**src/rtl/ibr_pkg.sv**
```systemverilog
package ibr_pkg;

    typedef enum logic [1:0] {
        EN_IDLE,
        EN_REQ,
        EN_DONE
    } eng_state_t;

    typedef enum logic {
        HS_LOCAL,
        HS_WAIT
    } host_state_t;

    typedef enum logic [1:0] {
        OP_NONE,
        OP_RD,
        OP_WR
    } op_t;

endpackage

```
**src/rtl/ibr_cmd_decode.sv**
```systemverilog
module ibr_cmd_decode
    import ibr_pkg::*;
#(
    parameter int DW = 16,
    parameter int AW = 5,
    parameter logic [DW-2*AW-1:0] RD_OPC = 6'b100110,
    parameter logic [DW-2*AW-1:0] WR_OPC = 6'b100101
) (
    input  logic [DW-1:0] cmd,
    output op_t           op,
    output logic [AW-1:0] dev,
    output logic [AW-1:0] rsel
);
    localparam int OPC_LO = 2 * AW;

    logic [DW-OPC_LO-1:0] opc;

    assign opc  = cmd[DW-1:OPC_LO];
    assign dev  = cmd[OPC_LO-1:AW];
    assign rsel = cmd[AW-1:0];

    always_comb begin
        if (opc == RD_OPC)      op = OP_RD;
        else if (opc == WR_OPC) op = OP_WR;
        else                    op = OP_NONE;
    end
endmodule

```
**src/rtl/ibr_bus_engine.sv**
```systemverilog
module ibr_bus_engine
    import ibr_pkg::*;
#(
    parameter int DW = 16,
    parameter int AW = 5
) (
    input  logic          clk,
    input  logic          rst_n,
    input  logic          start,
    input  logic          st_we,
    input  logic [AW-1:0] st_dev,
    input  logic [AW-1:0] st_rsel,
    input  logic [DW-1:0] st_wdata,
    output logic          ib_valid,
    output logic          ib_we,
    output logic [AW-1:0] ib_dev,
    output logic [AW-1:0] ib_rsel,
    output logic [DW-1:0] ib_wdata,
    input  logic          ib_ready,
    input  logic [DW-1:0] ib_rdata,
    output logic          done,
    output logic [DW-1:0] rdata_q
);
    eng_state_t st_q, st_d;

    always_ff @(posedge clk or negedge rst_n) begin
        if (!rst_n) st_q <= EN_IDLE;
        else        st_q <= st_d;
    end

    always_comb begin
        st_d = st_q;
        unique case (st_q)
            EN_IDLE: if (start)    st_d = EN_REQ;
            EN_REQ:  if (ib_ready) st_d = EN_DONE;
            EN_DONE:               st_d = EN_IDLE;
            default:               st_d = EN_IDLE;
        endcase
    end

    assign ib_valid = (st_q == EN_REQ);
    assign done     = (st_q == EN_DONE);

    always_ff @(posedge clk or negedge rst_n) begin
        if (!rst_n) begin
            ib_we    <= 1'b0;
            ib_dev   <= '0;
            ib_rsel  <= '0;
            ib_wdata <= '0;
            rdata_q  <= '0;
        end else begin
            if (start && st_q == EN_IDLE) begin
                ib_we    <= st_we;
                ib_dev   <= st_dev;
                ib_rsel  <= st_rsel;
                ib_wdata <= st_wdata;
            end
            if (ib_valid && ib_ready) rdata_q <= ib_rdata;
        end
    end
endmodule

```
**src/rtl/ind_reg_bridge.sv**
```systemverilog
module ind_reg_bridge
    import ibr_pkg::*;
#(
    parameter int DW = 16,
    parameter int AW = 5,
    parameter logic [DW-2*AW-1:0] RD_OPC = 6'b100110,
    parameter logic [DW-2*AW-1:0] WR_OPC = 6'b100101
) (
    input  logic          clk,
    input  logic          rst_n,
    input  logic [AW-1:0] strap_addr,
    input  logic          h_valid,
    output logic          h_ready,
    input  logic          h_we,
    input  logic [AW-1:0] h_dev,
    input  logic [AW-1:0] h_rsel,
    input  logic [DW-1:0] h_wdata,
    output logic          h_done,
    output logic [DW-1:0] h_rdata,
    output logic          cmd_err,
    output logic          ib_valid,
    input  logic          ib_ready,
    output logic          ib_we,
    output logic [AW-1:0] ib_dev,
    output logic [AW-1:0] ib_rsel,
    output logic [DW-1:0] ib_wdata,
    input  logic [DW-1:0] ib_rdata
);
    localparam int            BUSY_BIT = DW - 1;
    localparam logic [AW-1:0] CMD_SEL  = '0;
    localparam logic [AW-1:0] DATA_SEL = AW'(1);

    host_state_t   hs_q, hs_d;
    logic [DW-1:0] cmd_q, data_q, local_rdata, eng_rdata;
    logic          busy, direct, accept, hit, cmd_wr, dat_wr;
    logic          ind_start, dir_start, eng_start, eng_done;
    op_t           new_op;
    logic [AW-1:0] new_dev, new_rsel;
    logic          st_we;
    logic [AW-1:0] st_dev, st_rsel;
    logic [DW-1:0] st_wdata;

    assign busy   = cmd_q[BUSY_BIT];
    assign direct = (strap_addr == '0);
    assign accept = h_valid && h_ready;
    assign hit    = !direct && (h_dev == strap_addr);
    assign cmd_wr = accept && hit && h_we && (h_rsel == CMD_SEL);
    assign dat_wr = accept && hit && h_we && (h_rsel == DATA_SEL);

    ibr_cmd_decode #(.DW(DW), .AW(AW), .RD_OPC(RD_OPC), .WR_OPC(WR_OPC)) u_dec (
        .cmd  (h_wdata),
        .op   (new_op),
        .dev  (new_dev),
        .rsel (new_rsel)
    );

    assign ind_start = cmd_wr && !busy && (new_op != OP_NONE);
    assign dir_start = accept && direct;
    assign eng_start = ind_start || dir_start;
    assign st_we     = direct ? h_we    : (new_op == OP_WR);
    assign st_dev    = direct ? h_dev   : new_dev;
    assign st_rsel   = direct ? h_rsel  : new_rsel;
    assign st_wdata  = direct ? h_wdata : data_q;

    ibr_bus_engine #(.DW(DW), .AW(AW)) u_eng (
        .clk      (clk),
        .rst_n    (rst_n),
        .start    (eng_start),
        .st_we    (st_we),
        .st_dev   (st_dev),
        .st_rsel  (st_rsel),
        .st_wdata (st_wdata),
        .ib_valid (ib_valid),
        .ib_we    (ib_we),
        .ib_dev   (ib_dev),
        .ib_rsel  (ib_rsel),
        .ib_wdata (ib_wdata),
        .ib_ready (ib_ready),
        .ib_rdata (ib_rdata),
        .done     (eng_done),
        .rdata_q  (eng_rdata)
    );

    always_comb begin
        if (!hit)                    local_rdata = '1;
        else if (h_rsel == CMD_SEL)  local_rdata = cmd_q;
        else if (h_rsel == DATA_SEL) local_rdata = data_q;
        else                         local_rdata = '1;
    end

    // host sequencer: state register
    always_ff @(posedge clk or negedge rst_n) begin
        if (!rst_n) hs_q <= HS_LOCAL;
        else        hs_q <= hs_d;
    end

    always_comb begin
        hs_d = hs_q;
        unique case (hs_q)
            HS_LOCAL: if (dir_start) hs_d = HS_WAIT;
            HS_WAIT:  if (eng_done)  hs_d = HS_LOCAL;
            default:                 hs_d = HS_LOCAL;
        endcase
    end

    assign h_ready = (hs_q == HS_LOCAL);

    // host sequencer: registered outputs and local register file
    always_ff @(posedge clk or negedge rst_n) begin
        if (!rst_n) begin
            h_done  <= 1'b0;
            h_rdata <= '0;
            cmd_q   <= '0;
            data_q  <= '0;
            cmd_err <= 1'b0;
        end else begin
            h_done <= 1'b0;
            if (accept && !direct) begin
                h_done  <= 1'b1;
                h_rdata <= local_rdata;
            end else if (hs_q == HS_WAIT && eng_done) begin
                h_done  <= 1'b1;
                h_rdata <= eng_rdata;
            end

            if ((cmd_wr || dat_wr) && busy) cmd_err <= 1'b1;

            if (cmd_wr && !busy)
                cmd_q <= {new_op != OP_NONE, h_wdata[BUSY_BIT-1:0]};
            else if (eng_done)
                cmd_q[BUSY_BIT] <= 1'b0;

            if (dat_wr && !busy)
                data_q <= h_wdata;
            else if (eng_done && busy && !ib_we)
                data_q <= eng_rdata;
        end
    end
endmodule

```
**config.mk**
```make
export PLATFORM = sky130hd
export DESIGN_NAME = ind_reg_bridge
export DESIGN_NICKNAME = d
export VERILOG_FILES = /design/src/rtl/ibr_pkg.sv /design/src/rtl/ibr_cmd_decode.sv /design/src/rtl/ibr_bus_engine.sv /design/src/rtl/ind_reg_bridge.sv
export SDC_FILE = /design/constraint.sdc
export NUM_CORES = 1
export LEC_CHECK = 0
export BUFFER_PORTS_ARGS = -buffer_cell sky130_fd_sc_hd__buf_2
export CAP_MARGIN = 5
export CORE_ASPECT_RATIO = 0.7
export CORE_MARGIN = 3
export CORE_UTILIZATION = 48
export DETAILED_ROUTE_END_ITERATION = 10
export GPL_ROUTABILITY_DRIVEN = 0
export GPL_TIMING_DRIVEN = 1
export PLACE_DENSITY_LB_ADDON = 0.08
export SLEW_MARGIN = 15
export SYNTH_ARGS = -nofsm -noshare
export SYNTH_HDL_FRONTEND = slang
export SYNTH_SLANG_ARGS = --single-unit
```
**constraint.sdc**
```tcl
create_clock -name clk -period 2.2 [get_ports clk]
set_input_delay 0 -clock clk [delete_from_list [all_inputs] [get_ports clk]]
set_output_delay 0 -clock clk [all_outputs]
set_load 0.005 [all_outputs]
```
Word level (Yosys, flattened, before mapping)
Cells that the tools add are included.
Storage, ports and cells
  register bits: 96
  output and inout port bits: 47
  word-level logic and storage cells: 76
  bits of input ports: 52
Cells by class
  eq/ne operators: 9
  bitwise logic cells: 1
  reductions and logical operators: 30
  multiplexer cells: 23
Operators with widths (count)
  2-to-1 mux 16 bit: 8
  logical AND 1 bit: 17
  equality test 6 bit (second input constant): 2
  logical NOT 5 bit: 2
  2-to-1 mux 5 bit: 2
  2-to-1 mux 2 bit: 4
  nonzero test 2 bit: 4
  2-to-1 mux 1 bit: 7
  equality test 5 x 1 -> 1 bit (second input constant): 1
  equality test 5 bit: 1
  equality test 2 bit (second input constant): 2
  one-hot mux 2 bit (2 select lines): 1
  logical NOT 1 bit: 3
  equality test 2 x 1 -> 1 bit (second input constant): 1
  logical NOT 2 bit: 1
  logical OR 1 bit: 2
  != test 2 x 1 -> 1 bit (second input constant): 1
  != test 2 bit (second input constant): 1
  one-hot mux 1 bit (2 select lines): 1
  AND reduction 2 bit: 1
  NOT 1 bit: 1

Logic depth before layout (Yosys ltp)
  depth in word-level cells: 11
  gate-level depth with buffers: 7
  depth with buffers taken out: 5

By module
Synthesis repeated with hierarchy kept, for this count alone.
Unflattened totals
  cell total of the unflattened synthesis: 393
  area total of the unflattened synthesis: 5004.8 µm²
Modules (own cells, without submodules)
  ind_reg_bridge: cells an instance 281, sequential area each 1276.2 µm², area each 3091.7 µm², times used 1
  ibr_bus_engine: cells an instance 99, sequential area each 1126.1 µm², area each 1811.7 µm², times used 1
  ibr_cmd_decode: cells an instance 13, sequential area each 0.0 µm², area each 101.3 µm², times used 1

Worst setup path after synthesis
Ideal clock, no wire load.
  path type: input-to-reg
  from: input port h_rsel[3]
  to: register u_eng.ib_dev[0]
  cell stages on the path: 6
  required time: 2075 ps
  library setup time: 125 ps
  path slack: 144 ps
  path buffers: 1
  arrival time: 1932 ps
  cell sequence: or4_4 > nand2b_4 > or2_4 > o31ai_4 > buf_6 > mux2_2
Between the ends
  word-level cells in the longest chain between the ends: 6
RTL lines
  from (decl): RTL line ind_reg_bridge.sv:16  | input logic [AW-1:0] h_rsel,
  logical NOT 5 bit: RTL line ind_reg_bridge.sv:47  | assign cmd_wr = accept && hit && h_we && (h_rsel == CMD_SEL);
  logical AND 1 bit: RTL line ind_reg_bridge.sv:47
  logical AND 1 bit (2 in a row): RTL line ind_reg_bridge.sv:57  | assign ind_start = cmd_wr && !busy && (new_op != OP_NONE);
  logical OR 1 bit: RTL line ind_reg_bridge.sv:59  | assign eng_start = ind_start || dir_start;
  logical AND 1 bit: RTL line ibr_bus_engine.sv:52  | if (start && st_q == EN_IDLE) begin
  to (signal assigned): RTL line ibr_bus_engine.sv:54  | ib_dev <= st_dev;
  to (decl): RTL line ibr_bus_engine.sv:16  | output logic [AW-1:0] ib_dev,
No other way between the ends.
A chain may end at the register's enable or synchronous reset.

Worst setup path after layout
  from: register cmd_q[15]
  to: register u_eng.ib_rsel[3]
Between the ends
  word-level cells in the longest chain between the ends: 5
RTL lines
  from (decl): RTL line ind_reg_bridge.sv:34  | logic [DW-1:0] cmd_q, data_q, local_rdata, eng_rdata;
  from (signal assigned): RTL line ind_reg_bridge.sv:129  | cmd_q <= {new_op != OP_NONE, h_wdata[BUSY_BIT-1:0]};
  logical NOT 1 bit: RTL line ind_reg_bridge.sv:57
  logical AND 1 bit (2 in a row): RTL line ind_reg_bridge.sv:57
  logical OR 1 bit: RTL line ind_reg_bridge.sv:59
  logical AND 1 bit: RTL line ibr_bus_engine.sv:52
  to (signal assigned): RTL line ibr_bus_engine.sv:55  | ib_rsel <= st_rsel;
  to (decl): RTL line ibr_bus_engine.sv:17  | output logic [AW-1:0] ib_rsel,
No other way between the ends.

==> results.yml <==
status:
  outcome: "finished, final reports clean"
worst_setup_path:
  crit_buf_inv: 1
  critPathRequiredTime_ns: 2.43
  slowest_stage: "dfrtp_1"
  crit_path_end_kind: "flip-flop"
  startpoint_type: "flip-flop"
  crit_chain: "nor2b_1, o211ai_2, o31ai_4, buf_12, mux2_2"
  path_max_fanout: 23
  critical_path.startpoint: "cmd_q[15]"
  cp.arrival_ns: 2.11
  rr_startpoint: "cmd_q[15]"
  crit_family: "compound AO/OA/AOI/OAI gates"
  slowest_delay_ns: 0.45
  crit_type: "flip-flop to flip-flop"
synthesis:
  synth_top_family_by_area: "multiplexers"
  synth.area.top_cells: "dfrtp_1, mux2_2, a22o_1"
  synth_cells: 327
  synth_edf_count: 0
  synthArstFlopShare: 1.00
  yosysTopAreaCell: "dfrtp_1"
  synthAdderAreaFrac: 0
  synth_top_flop_cell: "dfrtp_1"
  synth_compound_area_frac: 0.157
  synth_area_um2: 4400
  yosysWarnings: 0
  syn_nets: 379
  yosysSeqAreaShare: 0.546
  synth_seq_cells: 96
  synth_xor_xnor_area_share: 0.0120
  muxShareOfSynthArea: 0.215
  syn_avg_cell_area_um2: 13.4
  synth_cell_type_count: 34
  synth_top_area_share: 0.546
  synth_simple_gate_area_frac: 0.0427
global_route:
  grt_pass1_wl_um: 19700
  grt_pass1_vias: 3657
  track_usage: 0.252
  antenna_found_initial: 0
  grt_max_degree: 57
  overflow: 0
sta:
  slew_headroom: 0.642
  fin_skew_ns: 0.00377
  setup_slack_ns: 0.318
  rsz0062_at_grt: "no"
  fin_crit_sh: 0.855
  finalSetupViolations: 0
  hold_viol: 0
  slew_viol_final: 0
  hold-worst-slack_ns: 0.0390
  worst_pin_slew_ns: 0.536
  final.setup.tns_ns: 0
  fin_crit_ns: 1.88
  max_freq_ghz: 0.531
cts:
  cts_root_buffer: "clkbuf_16"
  cts_tree: "yes"
  cts_made_buffers: 9
  clk_pin_slew_ns: 0.06
  cts_sinks: 96
  h-tree-depth: 3
  clkLatencyLatePin_ns: 0.34
  clock_path_buffers: 2
  cts_resized: 0
place:
  dp_slack_ns: 0.0764
  dpl-instance-area_um2: 5190
  port_buffers: 98
  dp_hpwl_um: 8580
layout:
  design_area_um2: 5810
  syn2layout_area_growth_pct: 32.2
  n_antenna_cell: 0
  drive_gt1_frac: 0.473
  fin_nets: 531
floorplan:
  die_area_um2: 10400
  fp.coreArea_um2: 8690
  io-pin-count: 99
  fp.dieH_um: 86.1
  fp.dieW_um: 120
  initial_utilization: 0.506
  rows: 28
route:
  post_drt_wl_per_cell_um: 20.3
  routed_via_density: 5.60
  first_pass_iters: 4
  drc: 0
  antenna_left: 0
  drt_wl_total_um: 12300
  drt-initial-drc-count: 228
  vias: 3384
power:
  leakage_uw: 0.00298
  peakVddDrop_mv: 0.464
  power_density_nw_per_um2: 775
job:
  drv_cap: 0
hold_path:
  min_path_type: "primary input to flip-flop"
  hold_start: "h_wdata[15]"
## final cells by class
| cell class | instances | area, um^2 |
|---|---|---|
| Inverter | 6 | 22.5 |
| Tap cell | 120 | 150 |
| Clock buffer | 13 | 240 |
| Timing Repair Buffer | 159 | 1060 |
| Multi-Input combinational cell | 207 | 1890 |
| Sequential cell | 96 | 2400 |
| Clock inverter | 3 | 42.5 |
| Fill cell | 698 | 2880 |
## placed cells by master, fill, tap and decap left out, types with 3 or more instances in the layout
cell type / instances
a21o_1: 17
a21oi_1: 17
a221oi_1: 16
a22o_1: 17
buf_2: 97
buf_4: 26
clkbuf_1: 4
clkbuf_16: 9
dfrtp_1: 96
dlygate4sd3_1: 34
inv_1: 6
mux2_2: 83
nand2_1: 4
nor2_1: 7
nor2b_1: 3
o2bb2ai_1: 16
xnor2_1: 5
## stage by stage
stage / total power (uW) / instances / util
floorplan: 2530 / 327 / -
global placement: 2940 / 554 / 0.597
detailed placement: 2970 / 554 / 0.597
CTS: 4530 / 604 / 0.669
global route: 4730 / 604 / 0.669
finish: 4500 / 604 / 0.669
## worst paths after layout
| check | slack [ns] | cells past startpoint | end |
|---|---|---|---|
| setup / recovery | 0.32 | 5 | u_eng.ib_rsel[3] |
| hold / removal | 0.04 | 3 | cmd_q[15] |
| setup reg to reg | 0.32 | 5 | u_eng.ib_rsel[3] |
| hold reg to reg | 0.49 | 1 | cmd_err |
| max in group asynchronous | 1.34 | 3 | u_eng.ib_wdata[8] |
| min in group asynchronous | 0.18 | 2 | h_done |
## Yosys cell counts, types with 2 or more instances
cell type	n
a21o_1	17
a21oi_1	17
a221oi_1	16
a22o_1	17
buf_2	4
buf_4	2
buf_6	2
clkbuf_1	10
dfrtp_1	96
inv_1	6
mux2_2	83
nand2_1	4
nand3_1	2
nand4_1	2
nor2_1	8
nor2b_1	3
o2bb2ai_1	16
or4_1	2
xnor2_1	5
## timing repair
action,4_1_cts,5_1_grt
hold buffers,34,0
setup buffers,0,0
endpoints found under the hold margin,80,0
setup endpoints to repair,0,0
## cell families after synthesis
group,after synthesis
xor gates and xnor gates,6
and+or+nand+nor,30
muxes,84
DFF,96
AOI/OAI and AO/OA,87
buffers and inverters,24
## metal layers
layer | vias up | part of all wire | GRT usage
li1 | 1548 | - | -
met1 | 1668 | 0.46 | 0.354
met2 | 148 | 0.44 | 0.379
met3 | 20 | 0.087 | 0.0705
met4 | 0 | 0.017 | 0.0864
met5 | - | 0 | 0
## worst min-delay path: stages
cell	delay, ns
buf_2	0.14
nand4_1	0.13
o41ai_1	0.07
## state kept, by name, summed over array words and instances (netlist names)
name,count
u_eng.ib_we,1
h_done,1
h_rdata,16
u_eng.ib_wdata,16
u_eng.st_q,2
u_eng.ib_dev,5
u_eng.ib_rsel,5
cmd_err,1
data_q,16
u_eng.rdata_q,16
hs_q,1
cmd_q,16
## power by group
part | switching, uW | internal (uW)
Clock | 638 | 881
Combinational | 352 | 423
Sequential | 194 | 2020
Power figures use the tool's default switching activity.
